`config.mk`:
```
export PLATFORM = sky130hd
export DESIGN_NAME = sdpwr_seq
export DESIGN_NICKNAME = d
export VERILOG_FILES = /design/src/rtl/sdpwr_pkg.sv /design/src/rtl/sdpwr_ctrl.sv /design/src/rtl/sdpwr_warmup.sv /design/src/rtl/sdpwr_padmux.sv /design/src/rtl/sdpwr_seq.sv
export SDC_FILE = /design/constraint.sdc
export NUM_CORES = 1
export LEC_CHECK = 0
export ABC_AREA = 1
export BUFFER_PORTS_ARGS = -buffer_cell sky130_fd_sc_hd__buf_2
export CAP_MARGIN = 20
export CORE_AREA = 2 2 52 54
export DETAILED_ROUTE_END_ITERATION = 8
export DIE_AREA = 0 0 54 56
export PLACE_DENSITY_LB_ADDON = 0.2
export SLEW_MARGIN = 10
export SYNTH_ARGS = -nofsm -noshare
export SYNTH_HDL_FRONTEND = slang
export SYNTH_HIERARCHICAL = 1
export SYNTH_SLANG_ARGS = --single-unit
```
`constraint.sdc`:
```
create_clock -name clk -period 2.1 [get_ports clk]
set_input_delay 0.42 -clock clk [delete_from_list [all_inputs] [get_ports clk]]
set_output_delay 0.42 -clock clk [all_outputs]
set_load 0.03 [all_outputs]
```
`src/rtl/sdpwr_pkg.sv`:
```
package sdpwr_pkg;

  typedef enum logic [1:0] {
    PS_RESET = 2'd0,
    PS_OFF   = 2'd1,
    PS_CYCLE = 2'd2,
    PS_ON    = 2'd3
  } pwr_state_e;

  localparam logic [1:0] CODE_CYCLE = 2'b10;
  localparam logic [1:0] CODE_ON    = 2'b11;

  // Map a written power code to the state it selects; reserved 01 acts as 00.
  function automatic pwr_state_e code_to_state(input logic [1:0] code);
    case (code)
      CODE_ON:    return PS_ON;
      CODE_CYCLE: return PS_CYCLE;
      default:    return PS_OFF;
    endcase
  endfunction

  // Fixed line level {oe, value} for a state while the host does not own the pads.
  function automatic logic [1:0] fixed_level(input pwr_state_e st);
    case (st)
      PS_OFF:   return 2'b11;
      PS_CYCLE: return 2'b10;
      PS_ON:    return 2'b11;
      default:  return 2'b00;
    endcase
  endfunction

  // Warm-up counter step: hold at zero outside power-on, saturate at the limit.
  function automatic int unsigned warm_step(input int unsigned cnt, input logic on,
                                            input logic tick, input int unsigned limit);
    if (!on)                        return 0;
    else if (tick && (cnt < limit)) return cnt + 1;
    else                            return cnt;
  endfunction

endpackage

```
`src/rtl/sdpwr_ctrl.sv`:
```
module sdpwr_ctrl
  import sdpwr_pkg::*;
(
  input  logic       clk,
  input  logic       rst_n,
  input  logic       wr,
  input  logic [1:0] wdata,
  output logic [1:0] field,
  output pwr_state_e state,
  output logic       on_entry,
  output logic       on_exit
);

  pwr_state_e next_state;

  assign next_state = wr ? code_to_state(wdata) : state;
  assign on_entry   = (next_state == PS_ON) && (state != PS_ON);
  assign on_exit    = (next_state != PS_ON) && (state == PS_ON);

  always_ff @(posedge clk or negedge rst_n) begin
    if (!rst_n) begin
      field <= 2'b00;
      state <= PS_RESET;
    end else begin
      if (wr) field <= wdata;
      state <= next_state;
    end
  end

endmodule

```
`src/rtl/sdpwr_warmup.sv`:
```
module sdpwr_warmup
  import sdpwr_pkg::*;
#(
  parameter int unsigned WARM_CYCLES = 74
) (
  input  logic clk,
  input  logic rst_n,
  input  logic in_on,
  input  logic tick,
  output logic done
);

  localparam int unsigned CNT_W = $clog2(WARM_CYCLES + 1);

  logic [CNT_W-1:0] cnt;
  logic             at_limit;

  assign at_limit = (cnt == CNT_W'(WARM_CYCLES));
  assign done     = in_on && at_limit;

  always_ff @(posedge clk or negedge rst_n) begin
    if (!rst_n) cnt <= '0;
    else        cnt <= CNT_W'(warm_step(int'(cnt), in_on, tick, WARM_CYCLES));
  end

endmodule

```
`src/rtl/sdpwr_padmux.sv`:
```
module sdpwr_padmux
  import sdpwr_pkg::*;
#(
  parameter int unsigned DAT_W = 8
) (
  input  pwr_state_e       state,
  input  logic             host_own,
  input  logic             card_clk,
  input  logic             core_cmd_oe,
  input  logic             core_cmd_out,
  input  logic [DAT_W-1:0] core_dat_oe,
  input  logic [DAT_W-1:0] core_dat_out,
  output logic             pad_ck_oe,
  output logic             pad_ck_out,
  output logic             pad_cmd_oe,
  output logic             pad_cmd_out,
  output logic [DAT_W-1:0] pad_dat_oe,
  output logic [DAT_W-1:0] pad_dat_out
);

  logic [1:0] lvl;

  assign lvl = fixed_level(state);

  always_comb begin
    pad_ck_oe  = lvl[1];
    pad_ck_out = (state == PS_ON) ? card_clk : lvl[0];
  end

  assign pad_cmd_oe  = host_own ? core_cmd_oe  : lvl[1];
  assign pad_cmd_out = host_own ? core_cmd_out : lvl[0];

  for (genvar i = 0; i < DAT_W; i++) begin : g_dat
    assign pad_dat_oe[i]  = host_own ? core_dat_oe[i]  : lvl[1];
    assign pad_dat_out[i] = host_own ? core_dat_out[i] : lvl[0];
  end

endmodule

```
`src/rtl/sdpwr_seq.sv`:
```
module sdpwr_seq
  import sdpwr_pkg::*;
#(
  parameter int unsigned DAT_W       = 8,
  parameter int unsigned WARM_CYCLES = 74
) (
  input  logic             clk,
  input  logic             rst_n,
  input  logic             pwr_wr,
  input  logic [1:0]       pwr_wdata,
  output logic [1:0]       pwr_field,
  input  logic             ck_tick,
  input  logic             card_clk,
  input  logic             core_cmd_oe,
  input  logic             core_cmd_out,
  input  logic [DAT_W-1:0] core_dat_oe,
  input  logic [DAT_W-1:0] core_dat_out,
  output logic             host_en,
  output logic             warm_done,
  output logic             pad_ck_oe,
  output logic             pad_ck_out,
  output logic             pad_cmd_oe,
  output logic             pad_cmd_out,
  output logic [DAT_W-1:0] pad_dat_oe,
  output logic [DAT_W-1:0] pad_dat_out
);

  pwr_state_e state;
  logic       on_entry;
  logic       on_exit;
  logic       in_on;

  sdpwr_ctrl u_ctrl (
    .clk      (clk),
    .rst_n    (rst_n),
    .wr       (pwr_wr),
    .wdata    (pwr_wdata),
    .field    (pwr_field),
    .state    (state),
    .on_entry (on_entry),
    .on_exit  (on_exit)
  );

  assign in_on = (state == PS_ON);

  sdpwr_warmup #(.WARM_CYCLES(WARM_CYCLES)) u_warm (
    .clk   (clk),
    .rst_n (rst_n),
    .in_on (in_on),
    .tick  (ck_tick),
    .done  (warm_done)
  );

  assign host_en = in_on && warm_done;

  sdpwr_padmux #(.DAT_W(DAT_W)) u_pad (
    .state        (state),
    .host_own     (host_en),
    .card_clk     (card_clk),
    .core_cmd_oe  (core_cmd_oe),
    .core_cmd_out (core_cmd_out),
    .core_dat_oe  (core_dat_oe),
    .core_dat_out (core_dat_out),
    .pad_ck_oe    (pad_ck_oe),
    .pad_ck_out   (pad_ck_out),
    .pad_cmd_oe   (pad_cmd_oe),
    .pad_cmd_out  (pad_cmd_out),
    .pad_dat_oe   (pad_dat_oe),
    .pad_dat_out  (pad_dat_out)
  );

endmodule

```
# Word-level counts from Yosys, hierarchy flattened
# Index checks and enable logic that the tools add are counted.
[op_classes]
eq_ne = 7
addsub = 1
order_cmp = 1
n_reduce_logical = 4
muxes = 23
[op_table]
columns = ["cell", "count"]
rows = [
  ["two-way mux 1 bit", 19],
  ["two-way mux 7 bit", 2],
  ["== test 2 bit (second input constant)", 4],
  ["case mux 2 bit (2 select lines)", 2],
  ["adder 7 x 1 -> 7 bit (second input constant)", 1],
  ["== test 7 bit (second input constant)", 1],
  ["< comparator 7 bit (second input constant)", 1],
  ["logical AND 1 bit", 3],
  ["== test 2 x 1 -> 1 bit (second input constant)", 1],
  ["!= test 2 x 1 -> 1 bit (second input constant)", 1],
  ["OR reduction 2 bit", 1],
]
[word_totals]
word_cells = 39
input_bits = 25
ff_bits = 11
out_inout_bits = 24

# Longest topological paths before layout
# Gate-level depths: netlist of the first run.
[depth]
ltp_word = 4
depth_mapped = 11
ltp_nobuf = 9

# Modules after synthesis
# The synthesis of the first run kept the hierarchy.
[modules_own_cells]
columns = ["mod", "n_inst", "area_each_um2", "cells_per_inst"]
rows = [
  ["sdpwr_warmup", 1, 513.0, 71],
  ["sdpwr_padmux", 1, 220.2, 44],
  ["sdpwr_ctrl", 1, 200.2, 26],
  ["sdpwr_seq", 1, 17.5, 4],
]

# Worst setup path before layout of the first run
# Ideal clock, no wire load.
[synth_path]
kind = "reg2out"
from = "register u_ctrl.state[0]"
to = "output port pad_dat_oe[2]"
stages_incl_launch_ff = 12
n_path_buf = 3
path_slack_ns = -1.377
arrival_time_ns = 3.057
cell_sequence = "dfrtp_1 nand2_1 inv_1 buf_2 nand2_1 nor4_1 inv_1 nor2_2 buf_6 buf_12 nand2_1 nand2_1"
[synth_via]
elab_chain_len = 4
word_cells_on_any_way = 8
cone_classes = "eq/ne (3); mux (2); reduce/logical (3)"
[synth_lines]
columns = ["element", "line_no", "source"]
rows = [
  ["start: declaration", "sdpwr_ctrl.sv:9", "output pwr_state_e state,"],
  ["start signal: assignment", "sdpwr_ctrl.sv:26", "state <= next_state;"],
  ["== test 2 bit", "sdpwr_seq.sv:44", "assign in_on = (state == PS_ON);"],
  ["named net in_on", "sdpwr_seq.sv:31", "logic in_on;"],
  ["logical AND 1 bit", "sdpwr_warmup.sv:19", "assign done = in_on && at_limit;"],
  ["named net warm_done", "sdpwr_seq.sv:19", "output logic warm_done,"],
  ["logical AND 1 bit", "sdpwr_seq.sv:54", "assign host_en = in_on && warm_done;"],
  ["named net host_en", "sdpwr_seq.sv:18", "output logic host_en,"],
  ["two-way mux 1 bit", "sdpwr_padmux.sv:34", "assign pad_dat_oe[i] = host_own ? core_dat_oe[i] : lvl[1];"],
  ["end: declaration", "sdpwr_seq.sv:24", "output logic [DAT_W-1:0] pad_dat_oe,"],
]
# The timed path passes the listed nets, and every way through them passes these cells.

# Worst setup path after layout of the first run
[layout_path]
from = "register u_ctrl.state[1]"
to = "output port pad_dat_oe[5]"
[layout_via]
elab_chain_len = 4
word_cells_on_any_way = 8
cone_classes = "eq/ne (3); mux (2); reduce/logical (3)"
[layout_lines]
columns = ["element", "line_no"]
rows = [
  ["== test 2 bit *", "sdpwr_seq.sv:44"],
  ["named net in_on", "sdpwr_seq.sv:31"],
  ["OR reduction 2 bit (no source line) or logical AND 1 bit (tied branches)", "-"],
  ["case mux 2 bit (2 select lines) or logical AND 1 bit (tied branches)", "sdpwr_pkg.sv:24, sdpwr_seq.sv:54"],
  ["two-way mux 1 bit *", "sdpwr_padmux.sv:34"],
]
# Mark *: on every way through the listed nets, which the timed path passes. The rest lies on a longest branch.

==> results.md, run 1 <==
* Net count after synthesis at between 150 and 200
* Slew Limit Fails at 0
* Clock net sink count at 11
* Total I/O pin count at 49
* Final Worst Setup Slack at -0.2650 ns
* Final setup fails at 19
* Fin. Hold Viols at 0
* Area Growth Syn to Fin at 84.05%
* Chip width at roughly 54 um
* CTS Buf Count at 3
* Drt via density at between 4 and 5
* Psw at between 200 and 300 uW
* Post-synthesis cell area at 925.9 um2
* Post-DRT Antenna Nets at 0
* Clk pwr share at 20.3%
* Largest net degree at the start of global routing at 12
* Critical path type: flip-flop to primary output
* Syn_area_per_cell at between 6 and 7 um2
* Layout Cells excl Fill at 236
* Routed wire length per instance at roughly 13 um
* Highest-delay cell along the critical path: dfrtp_1
* Die area at roughly 3000 um2
* Placer Congestion at between 0.8 and 0.9
* Htree depth at 1
* Violated checks: setup timing
* TritonCTS clock tree: done
* CP arrival at slightly below 2 ns
* Via count at roughly 1100
* Peak supply drop at 486.8 uV
* Initial core utilization at a little under two fifths
* Final Cell Area at 1704 um2
* Site row count at 18
* Status: finished, violations left
* WHS at roughly 0.43 ns
* Final period util at 112.6%
* RSZ-0062 raised after global routing: yes
* Final WL at ~3.0 mm
* DRC at 0
* CP Max Fanout at 5
* Layout Utilization at between 70% and 80%
* Number of global-route vias before repair at ~1100
* Root Driver: clkbuf_4
* First-pass GRT wire length at 4.761 mm
* Fillers at 187
* Reg clk slew, reported paths at around 0.07 ns
* # port buffers at 48
* Gate power share at 45.9%
* Worst hold path type: input pin to flip-flop
* Drt pass-1 iters at 4
* Clk Latency, worst-skew pair at approximately 0.26 ns
* Ys Warns at 6
* Initial antenna violation count at 0
* Synthesized netlist cell count at 140
* Rel. slew slack at 82.32%
* Worst-Margin Slew at around 0.26 ns
* HPWL Detailed at between 1.5 and 2 mm
* CP required at around 1.7 ns
* Tot GR Track Use at 21.02%
* Share of cells above drive strength 1 at 57.77%
* DR iter-0 viols at 29
* Min Tclk post-route at about 2.4 ns
* Antenna diode count at 0
* Leakage at 0.0008694 uW
* Slowest stage delay, CP at 0.36 ns
* Placed cell count at 226
* PwrDens at about 400 nW/um2
* Reg power frac at approximately a third
* Maxcap violations at 0
* Internal power at between 400 and 500 uW
* Kind of start point of the critical path: flip-flop
* Most frequent cells in the layout: nand2_1 (35), buf_2 (29), buf_6 (22), nand2_4 (22), inv_1 (13)
* Chip Height at 56 um
* Final Skew at ~0.0028 ns
* DP Area at 1420 um2
* Clock Path Buffers at 2
* Final #Nets at approximately 230
* Sw Ratio at between 30% and 40%
* Core ar. at 2432 um2
* Critical-path cell list: nand2_2 > inv_2 > nand2_4 > nor4_4 > inv_2 > nor2_4 > inv_6 > o21ai_4 > buf_12 > nand2_4 > buf_6
* Most common cell after layout, fill and taps aside: nand2_1
* Setup crit end kind: primary output
* Fmax at roughly 420 MHz
* Aggregate global routing overflow at 0
## routing by layer
metal | routed length [um] | track usage [%]
met5 | 0 | 0
met4 | 78 | 6.429
met3 | 210 | 4.570
met2 | 1535 | 37.11
met1 | 1129 | 24.33
## power groups by stage
| stage | Sequential [uW] | Clock, uW | Combinational [uW] |
|---|---|---|---|
| 2_1_floorplan | 254 | 0 | 148 |
| 3_3_place_gp | 238 | 0 | 253 |
| 3_5_place_dp | 239 | 0 | 257 |
| 4_1_cts | 237 | 148 | 310 |
| 5_1_grt | 239 | 161 | 348 |
| 6_report | 238 | 143 | 322 |
## worst paths after layout
| kind | slack [ns] | endpoint | depth (start not counted) | start |
|---|---|---|---|---|
| min in group asynchronous | 0.54 | u_warm/cnt[2] | 2 | rst_n |
| hold reg to reg | 0.50 | u_ctrl/field[0] | 2 | u_ctrl/field[0] |
| setup / recovery | -0.26 | pad_dat_oe[5] | 11 | u_ctrl/state[1] |
| max in group asynchronous | 1.34 | u_ctrl/state[0] | 2 | rst_n |
| hold / removal | 0.43 | u_ctrl/field[0] | 3 | pwr_wdata[0] |
| setup reg to reg | 0.77 | u_warm/cnt[4] | 9 | u_warm/cnt[1] |
## sequential cells by signal, indices dropped and copies added (netlist names)
name	count
u_warm/cnt	7
u_ctrl/field	2
u_ctrl/state	2
## through the flow
stage | TNS [ns] | total power, uW | worst slack [ns]
after floorplan | -10.16 | 402.0 | -0.5993
after global placement | 0 | 491.0 | 0.05932
after detailed placement | -0.03820 | 496.3 | -0.01162
after CTS | -3.944 | 695.7 | -0.2422
after global routing | -5.827 | 747.7 | -0.3728
final | -3.746 | 702.5 | -0.2650
## critical path, delay by kind of cell (launching register included)
family / cells / cell delay, ns
flops: 1 / 0.36
buf+inv: 5 / 0.52
compound gates: 1 / 0.10
simple gates: 5 / 0.69
## layout make-up
type	instances	area (um2)	share of cell area [%]
clock inverters	1	5.005	0.2937
inverters	20	80.08	4.699
well taps	30	37.54	2.203
clock buffers	3	22.52	1.322
repair buffers	66	533.0	31.28
flip-flops and latches	11	276.5	16.23
multi-input cells	105	749.5	43.98
## timing repair
item                       in CTS  in global routing
hold buffers                    0                  1
cloned                          1                  0
resized for setup              47                 11
hold endpoints to repair        0                  7
setup endpoints to repair      19                 19
setup buffers                   6                  0
pin swaps                       7                  3
Note: power is estimated with default switching activity, not from simulation.
==> run 2: changes to the inputs <==
- CORE_AREA: 2 2 52 54 -> 2 2 48 50
- DIE_AREA: 0 0 54 56 -> 0 0 50 52
- clock period: 2.1 -> 2.9 ns (I/O delays scaled with it)
==> results.md, run 2 (synthesis results as in run 1) <==
* Drt pass-1 iters at 4 (unchanged)
* # port buffers at 48 (unchanged)
* DRC at 0 (unchanged)
* Area Growth Syn to Fin at 41.08%
* Pre-CTS setup slack at 0.4400 ns (+0.4516 ns)
* Fmax at 373.4 MHz
* Status: complete, no violations
* CTS Buf Count at 3 (unchanged)
* PwrDens at 337.4 nW/um2 (-18%)
* Drt via density at 4.761 (-1.3%)
* Total I/O pin count at 49 (unchanged)
* Gate power share at 35.2% (-11 points)
* Sw Ratio at 38.89% (+0.96 points)
* Layout Cells excl Fill at 218 (-7.6%)
* Core ar. at 2106 um2 (-13%)
* Post-DRT Antenna Nets at 0 (unchanged)
* RSZ-0062 raised after global routing: no
* Final WL at 2.353 mm (-20%)
* Final setup fails at 0 (-19)
* Top flop regs: u_warm/cnt: 7 flops, u_ctrl/field: 2 flops, u_ctrl/state: 2 flops
* Peak supply drop at 266.0 uV (-45%)
* CP Max Fanout at 9 (+4)
* Reg-to-reg endpoint: u_warm/cnt[2]
* Largest net degree at the start of global routing at 20 (+8)
* Slew Limit Fails at 0 (unchanged)
* Internal power at 269.3 uW (-38%)
* Number of global-route vias before repair at 953 (-11%)
* Die area at 2600 um2 (-14%)
* Setup crit end kind: primary output
* Chip Height at 52 um (-7.1%)
* TritonCTS clock tree: done
* Final period util at between 90% and 100%
* Final Cell Area at 1306 um2 (-23%)
* Aggregate global routing overflow at 0 (unchanged)
* Tot GR Track Use at 18.84% (-2.2 points)
* Hold buffers post-CTS at 0 (unchanged)
* Min Tclk post-route at about 2.7 ns
* Critical Path End: pad_dat_oe[2]
* CP arrival at 2.10 ns (+0.16 ns)
* Clock net sink count at 11 (unchanged)
* Reg clk slew, reported paths at 0.08 ns (about the same)
* Final Worst Setup Slack at 0.2219 ns (+0.4868 ns)
* Placer Congestion at 0.8347 (-0.81%)
* Maxcap violations at 0 (unchanged)
* Leakage at 0.0006448 uW (-26%)
* HPWL Detailed at 1.855 mm (-6.2%)
* Share of cells above drive strength 1 at 46.32% (-11 points)
* Kind of start point of the critical path: flip-flop
* Placed cell count at 214 (-5.3%)
* Clock Path Buffers at 2 (unchanged)
* Worst R2R Start: u_ctrl/state[0]
* Antenna diode count at 0 (unchanged)
* First-pass GRT wire length at 3.884 mm (-18%)
* Setup crit start: u_ctrl/state[0]
* Max reg flops at 7 (unchanged)
* Setup Buffers After CTS at 0 (-6)
* Initial core utilization at 43.97% (+5.9 points)
* Clk Latency, worst-skew pair at 0.27 ns (about the same)
* Initial antenna violation count at 0 (unchanged)
* DP Area at 1275 um2 (-10%)
* Clk pwr share at 24.0% (+3.7 points)
* Routed wire length per instance at 10.79 um (-14%)
* Reg power frac at 40.8% (+7.0 points)
* R2R depth at 7 (-2)
* Site row count at 17 (-1)
* Most common cell after layout, fill and taps aside: buf_2
* Fin. Hold Viols at 0 (unchanged)
* Total power at 440.7 uW (-37%)
* Htree depth at 1 (unchanged)
* Rel. slew slack at 56.34% (-26 points)
* Final Skew at 0.006938 ns (+0.004133 ns)
* DR iter-0 viols at 21 (-28%)
* Worst hold path type: input pin to async pin
* Final setup TNS at 0 ns (+3.746 ns)
* Worst-Margin Slew at 0.6525 ns (+0.3893 ns)
* Final #Nets at 218 (-6.8%)
* Most frequent cells in the layout: buf_2 (48), nand2_1 (46), inv_1 (16), nand2_4 (11)
* CP required at 2.32 ns (+0.64 ns)
* Psw at 171.4 uW (-36%)
* Largest reg by FF count: u_warm/cnt
* Critical path type: flip-flop to primary output
* Chip width at 50 um (-7.4%)
* Via count at 1038 (-8.9%)
* R2R Setup Slk at 1.56 ns (+0.79 ns)
* # resized after CTS at 0 (-100%)
* Fillers at 195 (+4.3%)
* Root Driver: clkbuf_4
==> run 2: changes by cell type in the layout (fill, tap and decap cells not counted), moves of 2 or more <==
cell and delta:
buf_6 -21, buf_2 +19, buf_4 -11, nand2_1 +11, nand2_4 -11, inv_1 +3, inv_2 -3, buf_12 -2
==> run 2: worst min path at each step <==
| stage | startpoint | end | slack, ns | depth (start not counted) |
|---|---|---|---|---|
| detailed placement | rst_n | u_ctrl/field[1] | 0.47 | 1 |
| floorplan | rst_n | u_ctrl/field[0] | 0.28 | 0 |
| global route | rst_n | u_warm/cnt[1] | 0.19 | 1 |
| finish | rst_n | u_warm/cnt[1] | 0.16 | 1 |
| global placement | rst_n | u_warm/cnt[2] | 0.46 | 1 |
| CTS | rst_n | u_warm/cnt[1] | 0.17 | 1 |
==> run 2: cell type report <==
type | count | area, um2 | area share [%]
clock buffer | 4 | 26.28 | 2.011
inverter | 20 | 80.08 | 6.130
multi-input combinational | 105 | 628.1 | 48.08
sequential | 11 | 277.8 | 21.26
tap | 28 | 35.03 | 2.682
timing repair buffer | 50 | 259.0 | 19.83
==> run 2: power groups by stage <==
stage | Sequential, uW | Clock [uW] | Combinational, uW
finish | 180 | 106 | 155
global route | 181 | 113 | 169
CTS | 179 | 108 | 155
detailed placement | 182 | 0 | 155
global placement | 182 | 0 | 151
floorplan | 184 | 0 | 101
==> run 2: critical path, stage by stage (launching register included) <==
cell and delay, ns:
dfrtp_2 0.45, nand2_2 0.10, inv_1 0.10, nand2_2 0.08
nor4_4 0.29, inv_1 0.10, nor2_4 0.15, inv_6 0.05
o21ai_4 0.24, nand2_4 0.07, buf_2 0.19
==> run 2: through the flow <==
stage	hold slack (ns)	utilization (%)
final	0.1635	62.03
after global placement	0.4569	60.55
after detailed placement	0.4662	60.55
after global routing	0.1873	62.03
after floorplan	0.2844	-
after CTS	0.1686	61.79
==> run 2: metal layers <==
layer	share of wire (%)	up-vias	GRT usage, %
li1	-	528	-
met1	43	462	21.01
met2	50	48	35.96
met3	7.0	0	2.586
met4	0	0	6.944
met5	0	-	0
==> run 3: changes to the inputs <==
- RECOVER_POWER: default -> 50
==> results.md, run 3 (synthesis results as in run 1) <==
* Status: complete, no violations
* Chip width at 50 um (unchanged)
* Chip Height at 52 um (unchanged)
* DRC at 0 (unchanged)
* Initial antenna violation count at 0 (unchanged)
* Kind of start point of the critical path: flip-flop
* Root Driver: clkbuf_4
* Slowest stage delay, CP at 0.45 ns (about the same)
* CTS Buf Count at 3 (unchanged)
* Initial core utilization at 43.97% (unchanged)
* First-pass GRT wire length at 3.884 mm (unchanged)
* Post-DRT Antenna Nets at 0 (unchanged)
* Final setup fails at 0 (unchanged)
* Final Worst Setup Slack at 0.2221 ns (+0.0002840 ns)
* Placed cell count at 214 (unchanged)
* Setup crit start: u_ctrl/state[0]
* R2R Setup Slk at 1.56 ns (about the same)
* Pre-CTS setup slack at 0.4400 ns (unchanged)
* Maxcap violations at 0 (unchanged)
* Number of global-route vias before repair at 953 (unchanged)
* Final #Nets at 218 (unchanged)
* Reg clk slew, reported paths at 0.08 ns (about the same)
* Critical-path cell list: nand2_2 > inv_1 > nand2_2 > nor4_4 > inv_1 > nor2_4 > inv_6 > o21ai_4 > nand2_4 > buf_2
* Min Tclk post-route at 2.678 ns (-0.0002840 ns)
* Clk Latency, worst-skew pair at 0.27 ns (about the same)
* Fin. Hold Viols at 0 (unchanged)
* Placer Congestion at 0.8347 (unchanged)
* Final Cell Area at 1299 um2 (-0.57%)
* Worst-Margin Slew at 0.6524 ns (-0.0001048 ns)
* Clock net sink count at 11 (unchanged)
* Share of cells above drive strength 1 at 43.68% (-2.6 points)
* CP Max Fanout at 9 (unchanged)
* Rel. slew slack at 56.34% (about the same)
* Most common cell after layout, fill and taps aside: nand2_1
* Core ar. at 2106 um2 (unchanged)
* CP arrival at 2.10 ns (about the same)
* Drt via density at 4.766 (about the same)
* Leakage at 0.0006373 uW (-1.2%)
* Largest reg by FF count: u_warm/cnt
* DR iter-0 viols at 38 (+81%)
* Final period util at 92.34% (about the same)
* HPWL Detailed at 1.855 mm (unchanged)
* Aggregate global routing overflow at 0 (unchanged)
* Layout Cells excl Fill at 218 (unchanged)
* Die area at 2600 um2 (unchanged)
* Worst hold path type: input pin to async pin
* Clock Path Buffers at 2 (unchanged)
* Via count at 1039 (+0.096%)
* Final WL at 2.336 mm (-0.72%)
* Site row count at 17 (unchanged)
* Slew Limit Fails at 0 (unchanged)
* Peak supply drop at 264.6 uV (-0.54%)
* Top flop regs: u_warm/cnt: 7 flops, u_ctrl/field: 2 flops, u_ctrl/state: 2 flops
* Routed wire length per instance at 10.72 um (-0.72%)
* Fmax at 373.4 MHz (about the same)
* Highest-delay cell along the critical path: dfrtp_2
* Final Skew at 0.007176 ns (+0.0002381 ns)
* Htree depth at 1 (unchanged)
* TritonCTS clock tree: done
* Largest net degree at the start of global routing at 20 (unchanged)
* Total power at 440.3 uW (about the same)
* Setup crit end kind: primary output
* RSZ-0062 raised after global routing: no
* DP Area at 1275 um2 (unchanged)
* Antenna diode count at 0 (unchanged)
* Most frequent cells in the layout: nand2_1 (46), buf_2 (45), inv_1 (17), nand2_4 (11)
* Tot GR Track Use at 18.84% (unchanged)
* Critical path type: flip-flop to primary output
* Final setup TNS at 0 ns (unchanged)
* Drt pass-1 iters at 4 (unchanged)
* PwrDens at 339.0 nW/um2 (+0.48%)
* Total I/O pin count at 49 (unchanged)
* Setup Buffers After CTS at 0 (unchanged)
* Max reg flops at 7 (unchanged)
* Worst R2R Start: u_ctrl/state[0]
* # port buffers at 48 (unchanged)
* CP required at 2.32 ns (about the same)
* Area Growth Syn to Fin at 40.27%
## run 3: cell count changes in the layout (fill, tap and decap cells not counted), sizes merged
cell    delta
clkbuf     +3
buf        -3
## run 3: final cells by class
type,instances,area (um2)
clock buffers,4,26.28
multi-input cells,105,624.3
flip-flops and latches,11,277.8
fillers,197,807.0
well taps,28,35.03
repair buffers,50,255.2
inverters,20,80.08
## run 3: metrics by stage
step / hold WS [ns] / util [%]
2_1_floorplan: 0.2844 / -
3_3_place_gp: 0.4569 / 60.55
3_5_place_dp: 0.4662 / 60.55
4_1_cts: 0.1686 / 61.79
5_1_grt: 0.3468 / 61.68
6_report: 0.2811 / 61.68
## run 3: report_power, final
group	leakage [uW]	internal, uW	switching [uW]
combinational	0.000482	51.3	103
sequential	0.000140	164	15.7
clock	0.0000150	53.2	53.0
## run 3: final timing paths
check | end | depth (start not counted)
worst max register to register | u_warm/cnt[2] | 7
worst min-delay path | u_warm/cnt[1] | 1
min in group clk | u_ctrl/field[0] | 2
max in group asynchronous | u_ctrl/state[1] | 1
worst max-delay path | pad_dat_oe[2] | 10
worst min register to register | u_ctrl/field[0] | 2
## run 3: timing repair
item	in CTS	in global routing
endpoints found under the setup margin	0	10
hold buffers	0	0
gates resized for setup	0	2
## run 3: worst max-delay path, delay by kind of cell, from the launching register on
family | cells | cell delay [ns]
and+or+nand+nor | 5 | 0.69
DFF | 1 | 0.45
buffers and inverters | 4 | 0.44
AOI/OAI and AO/OA | 1 | 0.24
## run 3: routing by layer
metal  global-route usage [%]  wire length [um]
met1                    21.01               979
met2                    35.96              1151
met3                    2.586               185
met4                    6.944                20
met5                        0                 0
